`config.mk`:
```
export PLATFORM = sky130hd
export DESIGN_NAME = sdram_cmd_frontend
export DESIGN_NICKNAME = d
export VERILOG_FILES = /design/src/rtl/sdcf_pkg.sv /design/src/rtl/sdcf_decode.sv /design/src/rtl/sdcf_bank_track.sv /design/src/rtl/sdcf_cke_gate.sv /design/src/rtl/sdram_cmd_frontend.sv
export SDC_FILE = /design/constraint.sdc
export NUM_CORES = 1
export LEC_CHECK = 0
export BUFFER_PORTS_ARGS = -buffer_cell sky130_fd_sc_hd__buf_2
export CORE_MARGIN = 2
export CORE_UTILIZATION = 49
export CTS_CLUSTER_DIAMETER = 30
export DETAILED_ROUTE_END_ITERATION = 7
export GPL_ROUTABILITY_DRIVEN = 0
export PLACE_DENSITY = 0.8
export SLEW_MARGIN = 20
export SYNTH_ARGS = -nofsm -noshare
export SYNTH_HDL_FRONTEND = slang
export SYNTH_SLANG_ARGS = --single-unit
```
`constraint.sdc`:
```
create_clock -name clk -period 3.12 [get_ports clk]
set_clock_uncertainty 0.15 [all_clocks]
set_input_delay 0.624 -clock clk [delete_from_list [all_inputs] [get_ports clk]]
set_output_delay 0.624 -clock clk [all_outputs]
set_load 0.01 [all_outputs]
```
`src/rtl/sdcf_pkg.sv`:
```
package sdcf_pkg;

   typedef enum logic [2:0] {
      CMD_NONE = 3'd0,
      CMD_ACT  = 3'd1,
      CMD_RD   = 3'd2,
      CMD_WR   = 3'd3,
      CMD_PRE  = 3'd4,
      CMD_REF  = 3'd5,
      CMD_MRS  = 3'd6
   } sdcf_cmd_e;

   function automatic logic is_access(input sdcf_cmd_e c);
      return (c == CMD_RD) || (c == CMD_WR);
   endfunction

endpackage

```
`src/rtl/sdcf_decode.sv`:
```
module sdcf_decode
   import sdcf_pkg::*;
(
   input  logic      cs_n,
   input  logic      ras_n,
   input  logic      cas_n,
   input  logic      we_n,
   output sdcf_cmd_e cmd
);

   always_comb begin
      cmd = CMD_NONE;
      if (!cs_n) begin
         unique case ({ras_n, cas_n, we_n})
            3'b011:  cmd = CMD_ACT;
            3'b101:  cmd = CMD_RD;
            3'b100:  cmd = CMD_WR;
            3'b010:  cmd = CMD_PRE;
            3'b001:  cmd = CMD_REF;
            3'b000:  cmd = CMD_MRS;
            default: cmd = CMD_NONE;
         endcase
      end
   end

endmodule

```
`src/rtl/sdcf_bank_track.sv`:
```
module sdcf_bank_track
   import sdcf_pkg::*;
#(
   parameter int NUM_BANKS = 4,
   parameter int BANK_W    = 2
)(
   input  logic                 clk,
   input  logic                 rst_n,
   input  logic                 step,
   input  sdcf_cmd_e            cmd,
   input  logic [BANK_W-1:0]    bank,
   output logic [NUM_BANKS-1:0] open_q,
   output logic [NUM_BANKS-1:0] open_nx,
   output logic                 hit_open,
   output logic                 all_idle
);

   for (genvar i = 0; i < NUM_BANKS; i++) begin : g_bank
      always_comb begin
         open_nx[i] = open_q[i];
         if (step && (bank == BANK_W'(i))) begin
            if (cmd == CMD_ACT)
               open_nx[i] = 1'b1;
            else if (cmd == CMD_PRE)
               open_nx[i] = 1'b0;
         end
      end

      always_ff @(posedge clk or negedge rst_n) begin
         if (!rst_n)
            open_q[i] <= 1'b0;
         else
            open_q[i] <= open_nx[i];
      end
   end

   assign hit_open = open_q[bank];
   assign all_idle = ~|open_q;

endmodule

```
`src/rtl/sdcf_cke_gate.sv`:
```
module sdcf_cke_gate (
   input  logic clk,
   input  logic rst_n,
   input  logic cke,
   input  logic idle_after,
   output logic accept,
   output logic susp_q,
   output logic pd_q
);

   logic frozen;

   assign frozen = susp_q | pd_q;
   assign accept = !frozen || cke;

   always_ff @(posedge clk or negedge rst_n) begin
      if (!rst_n) begin
         susp_q <= 1'b0;
         pd_q   <= 1'b0;
      end else if (accept) begin
         susp_q <= !cke && !idle_after;
         pd_q   <= !cke && idle_after;
      end
   end

endmodule

```
`src/rtl/sdram_cmd_frontend.sv`:
```
module sdram_cmd_frontend
   import sdcf_pkg::*;
#(
   parameter int NUM_BANKS = 4,
   parameter int ADDR_W    = 12,
   parameter int COL_W     = 8,
   localparam int BANK_W   = (NUM_BANKS > 1) ? $clog2(NUM_BANKS) : 1
)(
   input  logic                 clk,
   input  logic                 rst_n,
   input  logic                 cke,
   input  logic                 cs_n,
   input  logic                 ras_n,
   input  logic                 cas_n,
   input  logic                 we_n,
   input  logic [BANK_W-1:0]    ba,
   input  logic [ADDR_W-1:0]    addr,
   output logic                 cmd_vld,
   output logic [2:0]           cmd_code,
   output logic [BANK_W-1:0]    cmd_bank,
   output logic [ADDR_W-1:0]    cmd_addr,
   output logic                 illegal,
   output logic                 suspend,
   output logic                 pdown,
   output logic [NUM_BANKS-1:0] bank_open,
   output logic [ADDR_W-1:0]    mode_word
);

   if (NUM_BANKS < 2 || (1 << BANK_W) != NUM_BANKS) begin : g_chk_banks
      $error("NUM_BANKS must be a power of two of at least 2");
   end
   if (COL_W < 1 || COL_W > ADDR_W) begin : g_chk_col
      $error("COL_W must lie between 1 and ADDR_W");
   end

   sdcf_cmd_e              raw_cmd;
   sdcf_cmd_e              eff_cmd;
   sdcf_cmd_e              cmd_q;
   logic                   accept;
   logic                   refused;
   logic                   go;
   logic                   hit_open;
   logic                   all_idle;
   logic [NUM_BANKS-1:0]   open_nx;
   logic [ADDR_W-1:0]      col_ext;
   logic [ADDR_W-1:0]      addr_sel;
   logic [BANK_W-1:0]      bank_sel;
   logic                   vld_q;
   logic                   ill_q;
   logic [BANK_W-1:0]      bank_q;
   logic [ADDR_W-1:0]      addr_q;
   logic [ADDR_W-1:0]      mode_q;

   sdcf_decode u_dec (
      .cs_n  (cs_n),
      .ras_n (ras_n),
      .cas_n (cas_n),
      .we_n  (we_n),
      .cmd   (raw_cmd)
   );

   always_comb begin
      refused = 1'b0;
      if (is_access(raw_cmd) && !hit_open)
         refused = 1'b1;
      if ((raw_cmd == CMD_MRS) && !all_idle)
         refused = 1'b1;
      eff_cmd = refused ? CMD_NONE : raw_cmd;
   end

   assign go = accept && (eff_cmd != CMD_NONE);

   sdcf_bank_track #(
      .NUM_BANKS (NUM_BANKS),
      .BANK_W    (BANK_W)
   ) u_banks (
      .clk      (clk),
      .rst_n    (rst_n),
      .step     (accept),
      .cmd      (eff_cmd),
      .bank     (ba),
      .open_q   (bank_open),
      .open_nx  (open_nx),
      .hit_open (hit_open),
      .all_idle (all_idle)
   );

   sdcf_cke_gate u_gate (
      .clk        (clk),
      .rst_n      (rst_n),
      .cke        (cke),
      .idle_after (~|open_nx),
      .accept     (accept),
      .susp_q     (suspend),
      .pd_q       (pdown)
   );

   if (COL_W == ADDR_W) begin : g_col_full
      assign col_ext = addr;
   end else begin : g_col_pad
      assign col_ext = {{(ADDR_W-COL_W){1'b0}}, addr[COL_W-1:0]};
   end

   always_comb begin
      addr_sel = '0;
      bank_sel = ba;
      unique case (eff_cmd)
         CMD_ACT, CMD_MRS: addr_sel = addr;
         CMD_RD, CMD_WR:   addr_sel = col_ext;
         CMD_REF:          bank_sel = '0;
         default:          addr_sel = '0;
      endcase
   end

   always_ff @(posedge clk or negedge rst_n) begin
      if (!rst_n) begin
         vld_q  <= 1'b0;
         ill_q  <= 1'b0;
         cmd_q  <= CMD_NONE;
         bank_q <= '0;
         addr_q <= '0;
         mode_q <= '0;
      end else begin
         vld_q <= go;
         ill_q <= accept && refused;
         if (go) begin
            cmd_q  <= eff_cmd;
            bank_q <= bank_sel;
            addr_q <= addr_sel;
            if ((eff_cmd == CMD_MRS) && (ba == '0))
               mode_q <= addr;
         end
      end
   end

   assign cmd_vld   = vld_q;
   assign illegal   = ill_q;
   assign cmd_code  = cmd_q;
   assign cmd_bank  = bank_q;
   assign cmd_addr  = addr_q;
   assign mode_word = mode_q;

endmodule

```
Word-level counts from Yosys, hierarchy flattened
Index checks and enable logic that the tools add are counted.

cells by class
  add/subtract/negate cells = 0
  $mul = 0
  divide/modulo/power cells = 0
  magnitude comparators = 1
  equality and inequality tests = 17
  shifts and indexed selects = 0
  multiplexer cells = 21
  bitwise operators = 1
  reduce and logical (&&, ||, !) cells = 25

operators by type and width
  kind                  number
  $pmux W12 S2          1
  $eq A3 B2 Y1 const B  6
  $eq A3 B3 Y1 const B  6
  $pmux W3 S6           1
  $mux W1               15
  $logic_and A1 B1 Y1   11
  $reduce_or A4 Y1      2
  $eq A3 B1 Y1 const B  2
  $mux W3               2
  $eq A2 B2 Y1 const B  2
  $logic_not A1 Y1      4
  $reduce_or A2 Y1      2
  $logic_not A3 Y1      1
  $lt A2 B3 Y1 const B  1
  $reduce_bool A3 Y1    1
  $bmux W1 S2           1
  $eq A2 B1 Y1 const B  1
  $logic_not A2 Y1      1
  $logic_or A1 B1 Y1    2
  $mux W2               1
  $reduce_and A2 Y1     1
  $or A1 B1 Y1          1

storage, ports and cells
  register bits after elaboration = 37
  bits in latches = 0
  memory bits (writable) = 0
  memory bits (read-only) = 0
  input bits = 21
  output and inout bits = 37
  logic and storage cells = 77
  memories = 0

Logic depth before layout (Yosys ltp)
Gate-level depths: netlist of run 1.

  depth in word-level cells = 16
  depth in mapped cells = 7

By module
A second synthesis of run 1 with hierarchy kept.

unflattened totals
  cells, all modules = 130
  area total of the unflattened synthesis = 1,681.6 um^2

by module, submodules not included
  module              instances  cells each  area an instance (um^2)
  sdram_cmd_frontend  1          98          1,342.5
  sdcf_bank_track     1          19          212.7
  sdcf_cke_gate       1          8           90.1
  sdcf_decode         1          5           36.3

Worst setup path after synthesis of run 1
OpenSTA, ideal clock, no wires.

  path type = input port to flip-flop
  start = in ba[0]
  end = reg addr_q[0] (netlist: cmd_addr[0])
  library setup time = 126 ps
  arrival = 2,451 ps
  required time = 2,844 ps
  slack = 393 ps
  stages on the path = 7
  cell sequence = buf_6 > mux4_2 > or4b_4 > and3_1 > buf_6 > a32o_1 > a221o_1

on the way
  cells in the longest elaborated chain, start to end = 10

RTL lines
  element                                     RTL line                   text
  start, declared                             sdram_cmd_frontend.sv:16   input logic [BANK_W-1:0] ba,
  $bmux W1 S2 (*)                             sdcf_bank_track.sv:37      assign hit_open = open_q[bank];
  $mux W1 (implied by the code) (*)           sdcf_bank_track.sv:37
  $logic_not A1 Y1 (*)                        sdram_cmd_frontend.sv:64   if (is_access(raw_cmd) && !hit_open)
  $logic_and A1 B1 Y1 (*)                     sdram_cmd_frontend.sv:64
  $mux W1 (*)                                 sdram_cmd_frontend.sv:64
  $mux W1 (*)                                 sdram_cmd_frontend.sv:66   if ((raw_cmd == CMD_MRS) && !all_idle)
  $mux W3 (*)                                 sdram_cmd_frontend.sv:68   eff_cmd = refused ? CMD_NONE : raw_cmd;
  $eq A3 B2 Y1, or another cell as far along  sdram_cmd_frontend.sv:107  unique case (eff_cmd)
  $reduce_or A2 Y1                            sdram_cmd_frontend.sv:107
  $pmux W12 S2                                sdram_cmd_frontend.sv:107
  end signal, assigned                        sdram_cmd_frontend.sv:129  addr_q <= addr_sel;
  end, declared                               sdram_cmd_frontend.sv:51   logic [ADDR_W-1:0] addr_q;

Mark *: on every way between the ends. The rest lies on a longest branch, timed or not. The select of a mux whose other input is x is not followed.
A chain may end at the register's enable or synchronous reset.

Worst setup path in the final report of run 1
Ends and elaborated chain as after synthesis.

==> results of run 1 <==
## cell usage after synthesis, drive strengths merged, types with 2 or more instances
cell type,instances,area share
buf,4,0.018
nor2,11,0.024
a221o,8,0.047
inv,4,0.0088
o21ai,8,0.024
a32o,8,0.047
clkbuf,3,0.0066
and3,2,0.0073
mux2,12,0.079
nand2,12,0.026
nand2b,3,0.011
nand3,5,0.015
nand3b,3,0.013
a22o,4,0.021
or3,2,0.0073
a32oi,2,0.010
dfrtp,37,0.54
a21oi,3,0.0088
## path summary, 6_finish.rpt
path,startpoint,end,cells after the start
setup / recovery,ba[0],cmd_addr[0]$_DFFE_PN0P_,6
hold / removal,rst_n,mode_word[1]$_DFFE_PN0P_,1
setup reg to reg,u_banks.open_q[3]$_DFF_PN0_,cmd_addr[0]$_DFFE_PN0P_,5
hold reg to reg,mode_word[1]$_DFFE_PN0P_,mode_word[1]$_DFFE_PN0P_,1
max in group asynchronous,rst_n,u_banks.open_q[3]$_DFF_PN0_,1
min in group clk,addr[10],cmd_addr[10]$_DFFE_PN0P_,2
## per-stage QoR
stage	area, um2	total power, W	utilization	cells	worst slack (ns)
after floorplan	1700	0.000991	-	146	0.393
final	2100	0.00155	0.628	251	0.594
after detailed placement	2010	0.00121	0.603	243	0.221
after CTS	2100	0.00155	0.628	251	0.598
after global placement	2010	0.00118	0.603	243	0.267
after global routing	2100	0.00164	0.628	251	0.518
## metal layers
metal  routed length, um  vias to the layer above
met5                   0                        -
met4                  73                        0
met3                 269                        9
met2                1900                       72
met1                1630                      702
li1                    -                      675
## flip-flops by register name, summed over array words and instances, names as in the netlist
register / cells
cmd_bank: 2
cmd_code: 3
cmd_addr: 12
u_banks.open_q: 4
cmd_vld: 1
mode_word: 12
u_gate.pd_q: 1
illegal: 1
u_gate.susp_q: 1
## power by group
| group | internal (W) | switching, W | total, W |
|---|---|---|---|
| Clock | 0.000191 | 0.000153 | 0.000345 |
| Sequential | 0.000611 | 0.000110 | 0.000721 |
| Combinational | 0.000231 | 0.000250 | 0.000481 |
## cell type report
cell class	count	area [um2]	area share
clock buffers	7	55.1	0.0263
well taps	46	57.6	0.0275
flip-flops and latches	37	926	0.442
multi-input cells	98	719	0.343
clock inverters	1	30.0	0.0143
inverters	4	15.0	0.00716
repair buffers	58	293	0.140
## kinds of logic after synthesis
kind of cell,count (synthesis),synth area share
buffers and inverters,11,0.0338
flip-flops,37,0.544
AND/OR/NAND/NOR,44,0.131
multiplexers,14,0.0985
AO/OA/AOI/OAI,40,0.193
==> impl_metrics.tcl, run 1 <==
set metrics [dict create \
    outcome "completed" \
    synth_nets 167 \
    drt-initial-drc-count 57 \
    cts_buffers 5 \
    drv_slew 0 \
    tightest_slew_ns 0.792 \
    yosys_most_used_dff "dfrtp_1" \
    cts.clk_slew.worst_paths_ns 0.11 \
    cp_slowest_cell "mux4_2" \
    globalRouteMet3Util 0.0685 \
    ios 58 \
    path_buf_inv 1 \
    critPathLaunchType "primary input" \
    max_freq_mhz 396 \
    clock_latency_ns 0.34 \
    hold_slack_ns 0.195 \
    holdBufCountCts 0 \
    cts_resized 0 \
    min_period_ns 2.53 \
    drt_first_pass_iters 4 \
    yosysSeqAreaShare 0.544 \
    grt_pass1_vias 1385 \
    grt_use_met2 0.332 \
    cts_root_buf "clkbuf_4" \
    ant_nets 0 \
    hp-class "in -> async" \
    yosysUniqueCellTypes 35 \
    drv_cap 0 \
    crit_family "simple AND/OR/NAND/NOR gates" \
    fin_tns_setup_ns 0 \
    fin_nets 225 \
    initial_core_util 0.510 \
    fillers 296 \
    avgSynthCellArea_um2 11.7 \
    gr-total-overflow 0 \
    power.leakage_nw 1.05 \
    rsz0062_at_grt "no" \
    drive_gt1_frac 0.390 \
    wl_per_cell_um 15.4 \
    hpwl_mm 2.87 \
    diodes 0 \
    viasPerCell 5.81 \
    postCtsSetupBuffers 0 \
    final_cell_mix "buf_2 (57), dfrtp_1 (37), nand2_1 (12), mux2_2 (12), nor2_1 (11)" \
    synth_edf_count 0 \
    die_h_um 63.0 \
    clock_sinks 37 \
    grt_antenna_before_repair 0 \
    grt_use_met1 0.278 \
    yosys_warnings 0 \
    postSynthCellCount 146 \
    dieArea_mm2 0.00396 \
    layout_commonest_cell "buf_2" \
    crit_arrival_ns 2.61 \
    synth-async-reset-ratio 1.00 \
    syn_area_mm2 0.00170 \
    die_w_um 63.0 \
    setup_viol 0 \
    io_buffers 57 \
    critPathCaptureType "flip-flop" \
    ys_ff_latch 37 \
    grt_max_degree 38 \
    grt_pass1_wl_mm 6.52 \
    area.growth.synth_to_final_pct 23.1 \
    drc 0 \
    finalWirelength_mm 3.87 \
    grtUsageTotal 0.212 \
    worstSetupPathType "in -> reg" \
    htree_levels 2 \
    finalHoldViolations 0 \
    num_vias 1458 \
    cts_max_path_buffers 2 \
    reg2reg_slack_ns 0.62 \
    ir_drop_mv 0.314 \
    cts_tree "yes" \
    core_area_mm2 0.00334 \
    rows 21 \
    crit_required_ns 3.20 \
    busiest_layer "met2" \
    slew_headroom 0.472 \
    cp_cell_sequence "buf_2 -> mux4_2 -> or4b_4 -> and3_1 -> a32o_1 -> a221o_1" \
    p_per_area_mw_per_mm2 738 \
    finalCritPeriodShare 0.810 \
    max_stage_delay_ns 0.51 \
    critPathMaxFanout 10 \
]
(Power assumes the default switching activity.)
==> run 2, diff against run 1 <==
--- a/config.mk
+++ b/config.mk
@@ -5,6 +5,7 @@
 export SDC_FILE = /design/constraint.sdc
 export NUM_CORES = 1
 export LEC_CHECK = 0
+export ABC_AREA = 1
 export BUFFER_PORTS_ARGS = -buffer_cell sky130_fd_sc_hd__buf_2
 export CORE_MARGIN = 2
 export CORE_UTILIZATION = 49
==> constraint.sdc (replaced) <==
create_clock -name clk -period 2.5 [get_ports clk]
set_clock_uncertainty 0.15 [all_clocks]
set_input_delay 0.5 -clock clk [delete_from_list [all_inputs] [get_ports clk]]
set_output_delay 0.5 -clock clk [all_outputs]
set_load 0.01 [all_outputs]
==> impl_metrics.tcl, run 2 <==
set metrics [dict create \
    outcome "completed" \
    ios 58 \
    pwr-share-seq 0.467 \
    finalCritPeriodShare 0.783 \
    synth.most_common_cell "nand2_1" \
    crit_required_ns 2.59 \
    num_vias 1427 \
    drv_slew 0 \
    p_int_w 0.00113 \
    fin_nets 266 \
    syn_area_mm2 0.00168 \
    switching_share 0.321 \
    grtUsageTotal 0.196 \
    crit_arrival_ns 2.04 \
    area.growth.synth_to_final_pct 25.8 \
    rows 21 \
    avgSynthCellArea_um2 9.27 \
    synth-async-reset-ratio 1.00 \
    fillers 303 \
    slew_headroom 0.482 \
    fin_tns_setup_ns 0 \
    yosysUniqueCellTypes 23 \
    postCtsSetupBuffers 0 \
    cts.clk_slew.worst_paths_ns 0.12 \
    drt_first_pass_iters 4 \
    cts_buffers 5 \
    cts_root_buf "clkbuf_4" \
    synth_edf_count 0 \
    layout_commonest_cell "nand2_1" \
    io_buffers 57 \
    final_cell_mix "nand2_1 (64), buf_2 (57), dfrtp_1 (37)" \
    worstSetupPathType "reg -> reg" \
    critPathCaptureType "flip-flop" \
    cts_resized 0 \
    finalHoldViolations 0 \
    hp-class "in -> async" \
    synth_top_cell_by_area "dfrtp_1" \
    drv_cap 0 \
    drive_gt1_frac 0.354 \
    p_clk_frac 0.258 \
    min_period_ns 1.96 \
    wl_per_cell_um 11.9 \
    cts_max_path_buffers 2 \
    diodes 0 \
    postSynthCellCount 181 \
    synth_nets 202 \
    cts_tree "yes" \
    grt_pass1_vias 1347 \
    gr-total-overflow 0 \
    yosysSeqAreaShare 0.552 \
    htree_levels 2 \
    tightest_slew_ns 0.777 \
    die_h_um 62.5 \
    synth.top_cell.area_share 0.552 \
    setup_viol 0 \
    synth_commonest_cells "nand2_1 (64), dfrtp_1 (37), inv_1 (14)" \
    netlist_top_cells_area "dfrtp_1 (55%), nand2_1 (14%), mux2_4 (8.9%), nand3_1 (3.6%), inv_1 (3.1%)" \
    dieArea_mm2 0.00391 \
    p_per_area_mw_per_mm2 791 \
    viasPerCell 4.89 \
    yosys_most_used_dff "dfrtp_1" \
    ant_nets 0 \
    drc 0 \
    finalWirelength_mm 3.48 \
    ys_ff_latch 37 \
    power.leakage_nw 1.21 \
    p_comb_frac 0.275 \
    p_sw_w 0.000536 \
    ir_drop_mv 0.371 \
    grt_max_degree 38 \
    initial_core_util 0.507 \
    hpwl_mm 2.61 \
    critPathLaunchType "flip-flop" \
    core_area_mm2 0.00331 \
    critPathMaxFanout 12 \
    grt_antenna_before_repair 0 \
    p_total_w 0.00167 \
    clock_sinks 37 \
    rsz0062_at_grt "no" \
    max_freq_mhz 511 \
    die_w_um 62.5 \
    clock_latency_ns 0.33 \
    grt_pass1_wl_mm 6.01 \
    drt-initial-drc-count 65 \
    yosys_warnings 0 \
    holdBufCountCts 0 \
]
-- run 2: cell types whose count changed in the layout (fill, tap and decap cells not counted), moves of 4 or more --
cell / before / now
a221o_1: 8 / 0
a22o_1: 4 / 0
a32o_1: 8 / 0
inv_1: 4 / 14
mux2_2: 12 / 2
mux2_4: 0 / 10
nand2_1: 12 / 64
nand3_1: 5 / 12
nor3_1: 1 / 6
-- run 2: cell type report --
class,instances,area (um2),area share
clock buffer,6,51.3,0.0243
sequential,37,926,0.439
inverter,17,63.8,0.0302
tap,46,57.6,0.0273
multi-input combinational,124,667,0.316
timing repair buffer,60,308,0.146
clock inverter,2,37.5,0.0178
-- run 2: path summary, 6_finish.rpt --
| kind | to | slack (ns) | cells after the start | start |
|---|---|---|---|---|
| max in group asynchronous | u_banks.open_q[3]$_DFF_PN0_ | 1.62 | 1 | rst_n |
| min in group clk | cmd_addr[4]$_DFFE_PN0P_ | 0.24 | 3 | addr[4] |
| max | mode_word[1]$_DFFE_PN0P_ | 0.54 | 9 | u_banks.open_q[2]$_DFF_PN0_ |
| min | cmd_addr[9]$_DFFE_PN0P_ | 0.07 | 1 | rst_n |
| min reg2reg | cmd_addr[7]$_DFFE_PN0P_ | 0.33 | 2 | cmd_addr[7]$_DFFE_PN0P_ |
| max reg2reg | mode_word[1]$_DFFE_PN0P_ | 0.54 | 9 | u_banks.open_q[2]$_DFF_PN0_ |
-- run 2: cell families after synthesis --
group	after synthesis	synth area share
mux	12	0.103
buf+inv	20	0.0507
compound gates	15	0.0500
simple gates	97	0.245
flops	37	0.552
-- run 2: power groups by stage --
stage               Sequential (W)  Clock, W  Combinational (W)
finish                    0.000780  0.000431           0.000459
global route              0.000797  0.000468           0.000517
CTS                       0.000780  0.000436           0.000465
detailed placement        0.000790         0           0.000463
global placement          0.000791         0           0.000452
floorplan                 0.000841         0           0.000208
-- run 2: worst max-delay path: stages, from the launching register on --
cell and delay, ns:
dfrtp_1 0.42, nor2_1 0.11, nand2_1 0.07, nand3_1 0.09
nand2_2 0.09, nor2_2 0.10, nand2_1 0.12, nor2_4 0.10
buf_4 0.25, mux2_2 0.36
-- run 2: per-stage QoR --
step                 util  instances  area (um2)  hold WS, ns  setup slack (ns)
CTS                 0.638        292        2110       0.0931             0.543
finish              0.638        292        2110       0.0714             0.543
detailed placement  0.611        284        2020        0.314             0.267
floorplan               -        181        1680       0.0544             0.566
global placement    0.611        284        2020        0.308             0.311
global route        0.638        292        2110        0.118             0.383
-- run 2: metal layers --
| metal | part of all wire | vias to the layer above | GRT usage |
|---|---|---|---|
| li1 | - | 709 | - |
| met1 | 0.44 | 667 | 0.240 |
| met2 | 0.49 | 45 | 0.332 |
| met3 | 0.054 | 6 | 0.0450 |
| met4 | 0.017 | 0 | 0.0833 |
| met5 | 0 | - | 0 |
==> run 3, diff against run 2 <==
==> constraint.sdc (replaced) <==
create_clock -name clk -period 1.88 [get_ports clk]
set_clock_uncertainty 0.15 [all_clocks]
set_input_delay 0.376 -clock clk [delete_from_list [all_inputs] [get_ports clk]]
set_output_delay 0.376 -clock clk [all_outputs]
set_load 0.01 [all_outputs]
==> impl_metrics.tcl, run 3 (synthesis results as in run 2) <==
set metrics [dict create \
    initial_core_util 0.507 \
    finalWirelength_mm 3.74 \
    final_cell_mix "nand2_1 (59), buf_2 (57), dfrtp_1 (37)" \
    gr-total-overflow 0 \
    drv_cap 0 \
    dieArea_mm2 0.00391 \
    cts_max_path_buffers 2 \
    top_layer "met4" \
    diodes 0 \
    critPathMaxFanout 6 \
    ios 58 \
    clock_latency_ns 0.34 \
    die_h_um 62.5 \
    hpwl_mm 2.67 \
    viasPerCell 4.90 \
    max_freq_mhz 556 \
    rows 21 \
    r2r_start "u_banks.open_q[2]$_DFF_PN0_" \
    critPathLaunchType "flip-flop" \
    postCtsSetupBuffers 0 \
    met3_wirelength_um 223 \
    tightest_slew_ns 0.455 \
    finalHoldViolations 0 \
    wl_per_cell_um 12.1 \
    min_path_cells 3 \
    area.growth.synth_to_final_pct 37.4 \
    cts_root_buf "clkbuf_4" \
    r2r_end "mode_word[7]$_DFFE_PN0P_" \
    holdPathEnd "cmd_addr[3]$_DFFE_PN0P_" \
    num_vias 1513 \
    drt-initial-drc-count 76 \
    ant_nets 0 \
    switching_share 0.343 \
    p_int_w 0.00142 \
    critPathCaptureType "flip-flop" \
    met2_length_mm 1.88 \
    reg2reg_slack_ns 0.08 \
    pwr-share-seq 0.481 \
    layout_commonest_cell "nand2_1" \
    crit_required_ns 1.97 \
    grt_max_degree 38 \
    drt_first_pass_iters 4 \
    worstSetupPathType "reg -> reg" \
    grt_pass1_wl_mm 6.51 \
    p_per_area_mw_per_mm2 936 \
    hp-class "in -> reg" \
    finalCritPeriodShare 0.957 \
    grt_pass1_vias 1442 \
    p_total_w 0.00216 \
    drc 0 \
    slew_headroom 0.696 \
    met1_length_mm 1.60 \
    outcome "completed" \
    core_area_mm2 0.00331 \
    min_period_ns 1.80 \
    dp_slack_ns -0.136 \
    reg2reg_depth 9 \
    io_buffers 57 \
    min-delay-start "addr[3]" \
    cts_buffers 5 \
    crit_arrival_ns 1.89 \
    grtUsageTotal 0.214 \
    clock_sinks 37 \
    grt_antenna_before_repair 0 \
    rsz0062_at_grt "yes" \
    p_clk_frac 0.206 \
    power.leakage_nw 1.31 \
    htree_levels 2 \
    cts.clk_slew.worst_paths_ns 0.11 \
    cts_tree "yes" \
    fin_tns_setup_ns 0 \
    die_w_um 62.5 \
    p_sw_w 0.000741 \
    ir_drop_mv 0.672 \
    p_comb_frac 0.314 \
    setup_ws_ns 0.0806 \
    setup_viol 0 \
    fin_nets 283 \
    drive_gt1_frac 0.433 \
    hold_slack_ns 0.113 \
    drv_slew 0 \
]
==> run 3: changes by cell type in the layout (fill, tap and decap cells not counted), moves of 3 or more <==
cell	previous run	this run
buf_4	3	16
nand2_1	64	59
nand2_2	1	6
nor3_1	6	3
nor3_2	0	3
==> run 3: worst max path at each step <==
| stage | start | to | slack, ns | cells past startpoint |
|---|---|---|---|---|
| final | u_banks.open_q[2]$_DFF_PN0_ | mode_word[7]$_DFFE_PN0P_ | 0.08 | 9 |
| after detailed placement | ras_n | cmd_addr[5]$_DFFE_PN0P_ | -0.14 | 11 |
| after global placement | ras_n | mode_word[3]$_DFFE_PN0P_ | -0.08 | 9 |
| after global routing | u_banks.open_q[2]$_DFF_PN0_ | mode_word[10]$_DFFE_PN0P_ | -0.03 | 9 |
| after floorplan | cas_n | mode_word[10]$_DFFE_PN0P_ | 0.07 | 9 |
| after CTS | u_banks.open_q[2]$_DFF_PN0_ | mode_word[0]$_DFFE_PN0P_ | 0.04 | 9 |
==> run 3: cell type report <==
| class | instances | area [um2] |
|---|---|---|
| fill | 267 | 1000 |
| timing repair buffer | 77 | 472 |
| tap | 46 | 57.6 |
| sequential | 37 | 926 |
| clock buffer | 6 | 51.3 |
| multi-input combinational | 124 | 722 |
| inverter | 17 | 63.8 |
| clock inverter | 2 | 13.8 |
==> run 3: repair_timing <==
item / 4_1_cts / 5_1_grt
hold endpoints to repair: 37 / 0
gates resized for setup: 0 / 15
hold buffers: 1 / 0
endpoints found under the setup margin: 0 / 24
==> run 3: layer usage <==
layer	global-route usage	up-vias
li1	-	744
met1	0.268	722
met2	0.347	44
met3	0.0739	3
met4	0.0750	0
met5	0	-
==> run 3: stage by stage <==
stage / cells / instance area (um2) / util
3_3_place_gp: 299 / 2150 / 0.649
3_5_place_dp: 299 / 2150 / 0.649
4_1_cts: 308 / 2220 / 0.671
5_1_grt: 309 / 2310 / 0.697
2_1_floorplan: 181 / 1680 / -
6_report: 309 / 2310 / 0.697
==> run 3: critical path, cell delays in order, from the launching register on <==
cell	delay, ns
dfrtp_1	0.42
nor2_1	0.12
nand2_1	0.07
nand3_2	0.08
nand2_2	0.07
nor2_4	0.09
nand2_2	0.08
nor2_4	0.14
clkbuf_16	0.18
mux2_4	0.29
==> run 3: power groups by stage <==
stage	clock network, W	registers, W	logic [W]
2_1_floorplan	0	0.00112	0.000277
3_3_place_gp	0	0.00105	0.000630
3_5_place_dp	0	0.00105	0.000647
4_1_cts	0.000456	0.00104	0.000649
5_1_grt	0.000513	0.00106	0.000757
6_report	0.000444	0.00104	0.000677
